## src/rtl/prefetch_byte_queue.sv

```systemverilog
module prefetch_byte_queue #(
  parameter int DEPTH = 5,
  parameter int PEEK  = 3,
  localparam int PW = $clog2(DEPTH),
  localparam int CW = $clog2(DEPTH + 1),
  localparam int NW = $clog2(PEEK + 1)
) (
  input  logic            clk,
  input  logic            rst_n,
  input  logic            flush,
  input  logic            fill_valid,
  input  logic [15:0]     fill_word,
  input  logic            fill_hi_only,
  output logic            fill_ready,
  input  logic [NW-1:0]   pop_count,
  output logic            pop_ok,
  output logic [8*PEEK-1:0] peek_bytes,
  output logic [NW-1:0]   peek_valid,
  output logic [CW-1:0]   occupancy,
  output logic [CW-1:0]   free_slots
);

  function automatic logic [PW-1:0] adv(input logic [PW-1:0] p, input int unsigned n);
    int unsigned s;
    s = int'(p) + n;
    return PW'(s >= DEPTH ? s - DEPTH : s);
  endfunction

  logic [7:0]    mem [DEPTH];
  logic [PW-1:0] rd_ptr, wr_ptr;
  logic [CW-1:0] occ;

  wire [CW-1:0] free     = CW'(DEPTH) - occ;
  wire          room     = fill_hi_only ? (free >= CW'(1)) : (free >= CW'(2));
  assign fill_ready      = room & ~flush;
  wire          fill_take = fill_valid & fill_ready;
  assign pop_ok          = ~flush && (pop_count != '0) && (CW'(pop_count) <= occ);

  wire [CW-1:0] n_in  = fill_take ? (fill_hi_only ? CW'(1) : CW'(2)) : '0;
  wire [CW-1:0] n_out = pop_ok ? CW'(pop_count) : '0;

  always_ff @(posedge clk) begin
    if (!rst_n || flush) begin
      rd_ptr <= '0;
      wr_ptr <= '0;
      occ    <= '0;
    end else begin
      occ    <= occ + n_in - n_out;
      rd_ptr <= adv(rd_ptr, int'(n_out));
      wr_ptr <= adv(wr_ptr, int'(n_in));
    end
  end

  always_ff @(posedge clk) begin
    if (fill_take) begin
      if (fill_hi_only) begin
        mem[wr_ptr] <= fill_word[15:8];
      end else begin
        mem[wr_ptr]         <= fill_word[7:0];
        mem[adv(wr_ptr, 1)] <= fill_word[15:8];
      end
    end
  end

  for (genvar g = 0; g < PEEK; g++) begin : g_peek
    assign peek_bytes[8*g +: 8] = (occ > CW'(g)) ? mem[adv(rd_ptr, g)] : 8'h00;
  end

  assign peek_valid = (occ >= CW'(PEEK)) ? NW'(PEEK) : NW'(occ);
  assign occupancy  = occ;
  assign free_slots = free;

endmodule

```

## config.mk

```make
export PLATFORM = sky130hd
export DESIGN_NAME = prefetch_byte_queue
export DESIGN_NICKNAME = d
export VERILOG_FILES = /design/src/rtl/prefetch_byte_queue.sv
export SDC_FILE = /design/constraint.sdc
export NUM_CORES = 1
export LEC_CHECK = 0
export ABC_AREA = 1
export BUFFER_PORTS_ARGS = -buffer_cell sky130_fd_sc_hd__buf_4
export CORE_AREA = 2 2 100 102
export CTS_CLUSTER_DIAMETER = 60
export DETAILED_ROUTE_END_ITERATION = 8
export DIE_AREA = 0 0 102 104
export PLACE_DENSITY = 0.73
export SETUP_SLACK_MARGIN = 0.5
export SLEW_MARGIN = 0
export SYNTH_ARGS = -nofsm -noshare
export SYNTH_HDL_FRONTEND = slang
export SYNTH_SLANG_ARGS = --single-unit
```

## constraint.sdc

```tcl
create_clock -name clk -period 3.85 [get_ports clk]
set_clock_uncertainty 0.1 [all_clocks]
set_input_delay 0.77 -clock clk [delete_from_list [all_inputs] [get_ports clk]]
set_output_delay 0.77 -clock clk [all_outputs]
set_load 0.05 [all_outputs]
```

==> results.yml, run 1 <==
sta:
  slew_headroom_pct: 50.52
  finalSetupTns_ns: 0
  hold_ws_ns: 0.4597
  hold_violations: 0
  fmax_mhz: 300.8
  finalCritPeriodShare_pct: 86.35
  tightest_slew_ns: 0.7373
  finalSetupViolCount: 0
  fin_ws_ns: 0.5257
  rsz0062_at_grt: "yes"
  fin_crit_ns: 3.324
  maxSlewViolCount: 0
worst_setup_path:
  cp-start-kind: "register"
  crit_family: "simple AND/OR/NAND/NOR gates"
  rr_startpoint: "occupancy[1]"
  critical_path_class: "register to output port"
  slowest_delay_ns: 0.41
  critPathArrivalTime_ns: 2.45
  rr_endpoint: "rd_ptr[2]"
  reg2reg_slack_ns: 0.64
  cp-end-kind: "output port"
  reg2reg_depth: 17
  crit_path_cell_trace: "clkinvlp_4 > buf_6 > ha_4 > nor2_1 > nor2_1 > nand2_1 > nand2_4 > buf_12 > nand2_1 > o211ai_1 > nand3_1 > nand3_2 > inv_2 > buf_6"
  cp.required_ns: 2.98
  critical_path_buf_inv_count: 5
  crit_path_top_delay_cell: "dfxtp_4"
  cp_max_fo: 15
place:
  dpl.hpwl_um: 9677
  dp_slack_ns: 0.2372
  gp_congestion: 0.9181
  port_buffers: 56
synth:
  post_synth.cell_area_avg_um2: 7.115
  synth_compound_area_share_pct: 16.31
  syn_area_um2: 4425
  ys_types: 35
  synth_top_family_by_area: "simple AND/OR/NAND/NOR gates"
  yosys.area_share.simple_pct: 28.98
  synthAdderAreaFrac_pct: 8.595
  ys_ff_latch: 49
  synthMuxAreaShare_pct: 0
  synth-xor-area-share_pct: 1.951
  yosys_warnings: 0
  syn_nets: 673
  synth_cells: 622
  yosysSeqAreaShare_pct: 31.21
power:
  p_leak_nw: 2.737
  clkPwrFrac_pct: 25.7
  irDropWorstVdd_mv: 0.1752
  p_sw_mw: 0.6007
  intPower_mw: 1.066
  power_frac_seq_pct: 36.6
  comb_power_share_pct: 37.8
  power.share.switching_pct: 36.04
  power_density_nw_per_um2: 297.7
final_layout:
  final_common_cell: "nand2_1"
  fillers: 882
  layout_common_cells: "nand2_1 (173), inv_1 (100), nand3_1 (71), buf_4 (67), edfxtp_1 (40)"
  area_growth_pct: 26.52
  drive_gt1_share_pct: 26.81
  nNetsFinal: 755
  fin_util_pct: 58.63
  n_antenna_cell: 0
routing:
  post_drt_wl_per_cell_um: 15.48
  vias: 4566
  drt_iter0_drc: 328
  ant_nets: 0
  drc: 0
  firstDrtPassIters: 6
  vias_per_cell: 5.449
  routed_wirelength_um: 12970
clocking:
  cts_hold_buf: 0
  cts_buffer_depth: 2
  path_clk_slew_ns: 0.09
  h-tree-depth: 2
  cts_tree: "built"
  cts_sinks: 49
  worstSkewPairLatency_ns: 0.30
  cts_buffers: 5
  cts_root_buffer: "clkbuf_8"
floorplan:
  die_y_um: 104
  die_w_um: 102
  row_count: 36
  initial_utilization_pct: 46.34
  core_um2: 9549
  ios: 57
  die_area_um2: 10610
global_routing:
  first_global_vias: 4006
  grt_overflow: 0
  track_usage_pct: 23.36
  grt_max_degree: 30
  grt_pass1_wl_um: 19800
  grt_antenna_before_repair: 0
flow_run:
  cap_violations: 0
worst_hold_path:
  hold_end: "occupancy[2]"
  hold_path_class: "register to register"
  min_from: "occupancy[2]"
  holdPathStages: 1
outcome:
  outcome: "complete, no violations"
worst reg2reg max path: stages (launching register included):
cell and delay [ns]:
dfxtp_2 0.41, inv_2 0.09, ha_1 0.32, inv_1 0.07, o21bai_2 0.18, a221oi_4 0.09, inv_2 0.09, nor2_4 0.05
ha_2 0.18, fa_1 0.55, inv_1 0.06, ha_1 0.22, inv_2 0.09, nor2_2 0.05, o21ai_2 0.25, nand2_2 0.11
o21ai_2 0.12, a21oi_1 0.05
cells by family after synthesis:
| kind of cell | count (synthesis) |
|---|---|
| and+or+nand+nor | 290 |
| buffers and inverters | 135 |
| AOI/OAI and AO/OA | 114 |
| DFF | 49 |
| adders and majority gates | 28 |
| xor gates and xnor gates | 6 |
cells in the mapped netlist, drive strengths merged:
cell type	count	area (um^2)
o21bai	2	15.01
nand3	83	460.4
buf	14	118.9
fa	4	80.08
a211oi	1	7.510
nor3	1	10.01
inv	121	454.2
o41ai	2	17.52
nand4	3	40.04
nand2	181	686.9
dfxtp	9	180.2
a21oi	22	113.9
edfxtp	40	1201
o21ai	69	431.7
xor2	3	52.56
ha	24	300.3
xnor2	3	33.79
o211ai	17	127.6
nor2	22	85.09
a221oi	1	8.760
area by class of cell:
class	count	area (um^2)	area share [%]
tap	133	166.4	2.972
timing repair buffer	89	782.0	13.97
clock buffer	5	68.82	1.229
clock inverter	3	65.06	1.162
inverter	121	479.2	8.559
sequential	49	1391	24.85
multi-input combinational	438	2646	47.26
power groups by stage:
stage	Sequential (mW)	Combinational (mW)	Clock (mW)
floorplan	0.627	0.404	0
global placement	0.622	0.560	0
detailed placement	0.623	0.572	0
CTS	0.609	0.580	0.430
global route	0.611	0.681	0.452
finish	0.609	0.630	0.428
metal layers:
layer	track usage, %	vias to the layer above	share of wire (%)
li1	-	2193	-
met1	31.20	2129	40
met2	40.23	222	51
met3	2.083	22	7.0
met4	6.095	0	1.9
met5	0	-	0
state kept, by name, summed over array words and instances, names as in the netlist:
name / cells
wr_ptr: 3
mem: 40
occupancy: 3
rd_ptr: 3
stage by stage:
step                instances  total power [mW]  instance area (um^2)
detailed placement        807             1.195                  5002
finish                    838             1.667                  5599
global route              838             1.744                  5599
global placement          807             1.183                  5002
CTS                       817             1.619                  5196
floorplan                 622             1.031                  4459
worst max-delay path by stage:
stage	start	end	slack, ns	cells past startpoint
after global routing	rd_ptr[1]	peek_bytes[18]	0.38	13
after floorplan	pop_count[0]	rd_ptr[2]	0.34	15
after detailed placement	pop_count[1]	rd_ptr[2]	0.24	17
final	rd_ptr[1]	peek_bytes[18]	0.53	14
after CTS	rd_ptr[1]	peek_bytes[18]	0.50	12
after global placement	pop_count[1]	rd_ptr[2]	0.49	17
what timing repair did:
item                       CTS  global route
gates resized for setup     14            63
hold endpoints to repair     0             0
pin swaps                    0            17
setup endpoints to repair   24            28
buffers inserted             2            18
cloned                       0             3
(Power assumes the default switching activity.)
==> inputs of run 2 (changes only) <==
--- a/config.mk
+++ b/config.mk
@@ -11,9 +11,11 @@
 export CTS_CLUSTER_DIAMETER = 60
 export DETAILED_ROUTE_END_ITERATION = 8
 export DIE_AREA = 0 0 102 104
+export MAX_ROUTING_LAYER = met4
 export PLACE_DENSITY = 0.73
 export SETUP_SLACK_MARGIN = 0.5
 export SLEW_MARGIN = 0
 export SYNTH_ARGS = -nofsm -noshare
 export SYNTH_HDL_FRONTEND = slang
 export SYNTH_SLANG_ARGS = --single-unit
+export TNS_END_PERCENT = 100
==> run 2 against run 1 <==
Net effect:
- die area stayed put
- final cell count up 0.12%
- setup slack gained 0.0045 ns
- maximum frequency up 0.14%
- first-iteration DRC count increased by 5.2%
- non-clock buffer count fell by 1
- sequential share of layout area increased by 0.30 points
- wire length down 1.6%
- sequential power barely moved
- worst hold slack got worse by 0.0015 ns
- clock power down 12%
- core utilization down 0.80 points
- largest power group unchanged
- highest routed layer unchanged
==> results.yml, run 2 (synthesized netlist as in run 1, its figures left out) <==
outcome:
  outcome: "complete, no violations"
clocking:
  cts_root_buffer: "clkbuf_8"
  cts_buffers: 5
  cts_buffer_depth: 2
  cts_sinks: 49
  cts_tree: "built"
  worstSkewPairLatency_ns: 0.30
  path_clk_slew_ns: 0.08
  h-tree-depth: 2
  cts_hold_buf: 0
worst_setup_path:
  cp-start-kind: "register"
  cp.required_ns: 2.98
  rr_startpoint: "occupancy[1]"
  slowest_delay_ns: 0.42
  startpoint: "rd_ptr[1]"
  cp_max_fo: 7
  crit_path_top_delay_cell: "dfxtp_4"
  cp-end-kind: "output port"
  critPathArrivalTime_ns: 2.45
  crit_path_cell_trace: "clkinvlp_4 > fa_2 > inv_2 > nor2_4 > nand2_4 > nand2_8 > buf_6 > o211ai_1 > nand3_1 > nand3_1 > inv_1 > buf_6"
  critical_path_class: "register to output port"
power:
  power.total_mw: 1.611
  power.share.switching_pct: 36.76
  clkPwrFrac_pct: 23.3
  p_sw_mw: 0.5923
  p_leak_nw: 2.712
  power_frac_seq_pct: 37.8
  power_density_nw_per_um2: 291.8
  intPower_mw: 1.019
  comb_power_share_pct: 38.9
  irDropWorstVdd_mv: 0.1531
sta:
  slew_headroom_pct: 56.70
  finalSetupTns_ns: 0
  fin_crit_ns: 3.320
  finalSetupViolCount: 0
  rsz0062_at_grt: "yes"
  maxSlewViolCount: 0
  tightest_slew_ns: 0.6426
  finalCritPeriodShare_pct: 86.23
  hold_violations: 0
  fmax_mhz: 301.2
routing:
  ant_nets: 0
  routed_wirelength_um: 12770
  firstDrtPassIters: 5
  vias_per_cell: 5.279
  drc: 0
  post_drt_wl_per_cell_um: 15.22
  drt_iter0_drc: 345
  vias: 4429
global_routing:
  grt_antenna_before_repair: 0
  grt_overflow: 0
  grt_pass1_wl_um: 19920
  grt_max_degree: 19
  first_global_vias: 3976
  track_usage_pct: 24.19
floorplan:
  initial_utilization_pct: 46.34
  die_w_um: 102
  row_count: 36
  die_y_um: 104
  die_area_um2: 10610
  ios: 57
  core_um2: 9549
final_layout:
  area_growth_pct: 24.80
  layout_common_cells: "nand2_1 (173), inv_1 (104), nand3_1 (75), buf_4 (68), edfxtp_1 (40)"
  fillers: 900
  multi_input_area_um2: 2628
  regMostFlops: "mem"
  final_common_cell: "nand2_1"
  fin_cells: 839
  n_antenna_cell: 0
  area.sequential_um2: 1389
  nNetsFinal: 756
  drive_gt1_share_pct: 25.92
  largest_reg_flops: 40
place:
  dpl.hpwl_um: 9688
  placedCellCount: 812
  gp_congestion: 0.9867
  port_buffers: 56
worst_hold_path:
  min_from: "occupancy[2]"
  hold_path_class: "register to register"
flow_run:
  cap_violations: 0
[run 2: changes by cell type in the layout (fill, tap and decap cells not counted), sizes merged]
cell | before | now
inv | 118 | 119
bufinv | 2 | 1
nand2 | 181 | 182
[run 2: critical path, delay by kind of cell (launching register included)]
family | cells | cell delay [ns]
simple gates | 5 | 0.52
fa+ha+maj | 1 | 0.41
buf+inv | 5 | 0.61
flops | 1 | 0.42
compound gates | 1 | 0.18
[run 2: cell type report]
type / count / share of cell area (%)
tap: 133 / 3.013
clock inverter: 2 / 0.6570
inverter: 121 / 8.541
timing repair inverter: 1 / 0.09062
clock buffer: 6 / 1.495
sequential: 49 / 25.15
timing repair buffer: 88 / 13.48
multi-input combinational: 439 / 47.58
[run 2: path summary, 6_finish.rpt]
| check | end | slack (ns) | cells past startpoint |
|---|---|---|---|
| hold / removal | occupancy[2] | 0.46 | 1 |
| setup / recovery | peek_bytes[20] | 0.53 | 12 |
| hold reg to reg | occupancy[2] | 0.46 | 1 |
| setup reg to reg | rd_ptr[2] | 0.74 | 16 |
[run 2: power groups by stage]
stage / clock (mW) / combinational (mW) / sequential, mW
final: 0.376 / 0.627 / 0.609
after CTS: 0.384 / 0.583 / 0.609
after global routing: 0.402 / 0.679 / 0.611
after detailed placement: 0 / 0.577 / 0.621
after global placement: 0 / 0.565 / 0.621
after floorplan: 0 / 0.404 / 0.627
[run 2: per-layer routing]
layer / global-route usage, % / vias up / routed length, um
met2: 38.91 / 171 / 6335
met5: - / - / 0
met3: 1.747 / 28 / 778
met4: 7.333 / 0 / 304
met1: 32.64 / 2037 / 5348
li1: - / 2193 / -
[run 2: through the flow]
stage	utilization, %	instance area [um^2]	hold WS (ns)	worst slack, ns
floorplan	-	4459	0.5415	0.3384
detailed placement	52.78	5040	0.4465	0.3440
global route	57.84	5523	0.4786	0.4138
CTS	54.65	5219	0.4643	0.4679
global placement	52.78	5040	0.4438	0.4761
finish	57.84	5523	0.4583	0.5302
[run 2: timing repair]
action,CTS,global route
gates cloned,0,4
gates resized for setup,12,54
hold endpoints to repair,0,0
pin swaps,2,21
setup endpoints to repair,24,26
buffers inserted,3,12
==> inputs of run 3 (changes only) <==
--- a/config.mk
+++ b/config.mk
@@ -13,6 +13,7 @@
 export DIE_AREA = 0 0 102 104
 export MAX_ROUTING_LAYER = met4
 export PLACE_DENSITY = 0.73
+export REMOVE_ABC_BUFFERS = 1
 export SETUP_SLACK_MARGIN = 0.5
 export SLEW_MARGIN = 0
 export SYNTH_ARGS = -nofsm -noshare
==> run 3 against run 2 <==
Net effect:
- core utilization is 0.17 points higher
- clock power down 2%
- final cell count is 0.95% lower
- sequential power hardly changed
- via count decreased by 1.3%
- critical endpoint is now peek_bytes[2]
==> results.yml, run 3 (synthesized netlist as in run 1, its figures left out) <==
sta:
  slew_headroom_pct: 54.74
  fin_crit_ns: 3.300
  finalCritPeriodShare_pct: 85.71
  hold_violations: 0
  maxSlewViolCount: 0
  hold_ws_ns: 0.4669
  rsz0062_at_grt: "yes"
  finalSetupViolCount: 0
  tightest_slew_ns: 0.6744
  finalSetupTns_ns: 0
  fmax_mhz: 303.1
final_layout:
  finalInstanceArea_um2: 5539
  largest_reg_flops: 40
  n_antenna_cell: 0
  fillers: 887
  nNetsFinal: 748
  area.sequential_um2: 1389
  regMostFlops: "mem"
  final_common_cell: "nand2_1"
  area_growth_pct: 25.16
  multi_input_area_um2: 2635
  fin_cells: 831
  layout_common_cells: "nand2_1 (165), inv_1 (103), nand3_1 (68), buf_4 (58), edfxtp_1 (40)"
  drive_gt1_share_pct: 26.36
place:
  gp_congestion: 0.9987
  dpl.hpwl_um: 9002
  port_buffers: 56
  placedCellCount: 811
  dpl-instance-area_um2: 4999
routing:
  routed_wirelength_um: 12210
  vias_per_cell: 5.259
  ant_nets: 0
  drc: 0
  vias: 4370
  drt_iter0_drc: 225
  firstDrtPassIters: 4
  post_drt_wl_per_cell_um: 14.69
outcome:
  outcome: "complete, no violations"
worst_setup_path:
  critical_path_class: "register to output port"
  cp.required_ns: 2.98
  slowest_delay_ns: 0.40
  reg2reg_depth: 16
  cp-end-kind: "output port"
  crit_path_top_delay_cell: "dfxtp_4"
  crit_family: "buffers and inverters"
  cp-start-kind: "register"
  crit_cells: 14
  critical_path_buf_inv_count: 6
  cp_max_fo: 6
  crit_path_cell_trace: "clkinvlp_4 > ha_4 > a21oi_2 > nand2_2 > xor2_4 > buf_12 > buf_8 > buf_6 > nand2_4 > nand3_2 > nand3_2 > nand2_1 > inv_1 > buf_6"
  critPathArrivalTime_ns: 2.43
floorplan:
  row_count: 36
  initial_utilization_pct: 46.34
  die_w_um: 102
  die_area_um2: 10610
  core_um2: 9549
  die_y_um: 104
  ios: 57
flow_run:
  cap_violations: 0
power:
  irDropWorstVdd_mv: 0.1594
  power.total_mw: 1.602
  p_leak_nw: 2.719
  power_density_nw_per_um2: 289.2
clocking:
  worstSkewPairLatency_ns: 0.30
  cts_buffers: 5
  cts_buffer_depth: 2
  cts_root_buffer: "clkbuf_8"
  path_clk_slew_ns: 0.09
  cts_sinks: 49
  cts_tree: "built"
  h-tree-depth: 2
global_routing:
  grt_antenna_before_repair: 0
  first_global_vias: 4020
  grt_pass1_wl_um: 19520
  grt_max_degree: 32
  track_usage_pct: 23.18
  grt_overflow: 0
worst_hold_path:
  holdPathStages: 1
  hold_path_class: "register to register"
[run 3: worst reg2reg max path, delay by kind of cell (launching register included)]
family / cells / cell delay [ns]
adders and majority gates: 4 / 1.08
DFF: 1 / 0.41
and+or+nand+nor: 2 / 0.31
buffers and inverters: 5 / 0.40
AOI/OAI and AO/OA: 5 / 0.75
[run 3: cell type report]
cell class	count	area share, %
sequential	49	25.07
clock inverter	2	0.7002
multi-input combinational	438	47.57
inverter	121	8.448
tap	133	3.004
clock buffer	6	1.310
timing repair buffer	82	13.89
[run 3: routing by layer]
layer  up-vias  GRT usage, %  wire length, um
met3        22         2.151              599
met5         -             -                0
met1      2021         31.80             5542
met2       139         36.33             5805
met4         0         7.143              259
li1       2188             -                -
[run 3: through the flow]
| stage | utilization, % | setup WS, ns |
|---|---|---|
| floorplan | - | -1.216 |
| global placement | 52.35 | 0.2945 |
| detailed placement | 52.35 | 0.07928 |
| CTS | 53.71 | 0.4754 |
| global route | 58.01 | 0.4136 |
| finish | 58.01 | 0.5503 |
[run 3: power breakdown]
group / switching [mW] / internal [mW] / leakage (nW)
combinational: 0.409 / 0.215 / 2.22
clock: 0.175 / 0.195 / 0.0554
sequential: 0.0141 / 0.594 / 0.440
[run 3: path summary, 6_finish.rpt]
kind                startpoint             to  slack (ns)
setup / recovery     rd_ptr[1]  peek_bytes[2]        0.55
hold / removal    occupancy[2]   occupancy[2]        0.47
setup reg to reg  occupancy[1]      rd_ptr[0]        0.69
hold reg to reg   occupancy[2]   occupancy[2]        0.47
[run 3: timing repair]
action                     in CTS  in global routing
gates resized for setup         9                 83
hold buffers                    0                  0
pin swaps                       0                 19
buffers inserted                0                  8
setup endpoints to repair      27                 28
cloned                          0                  4
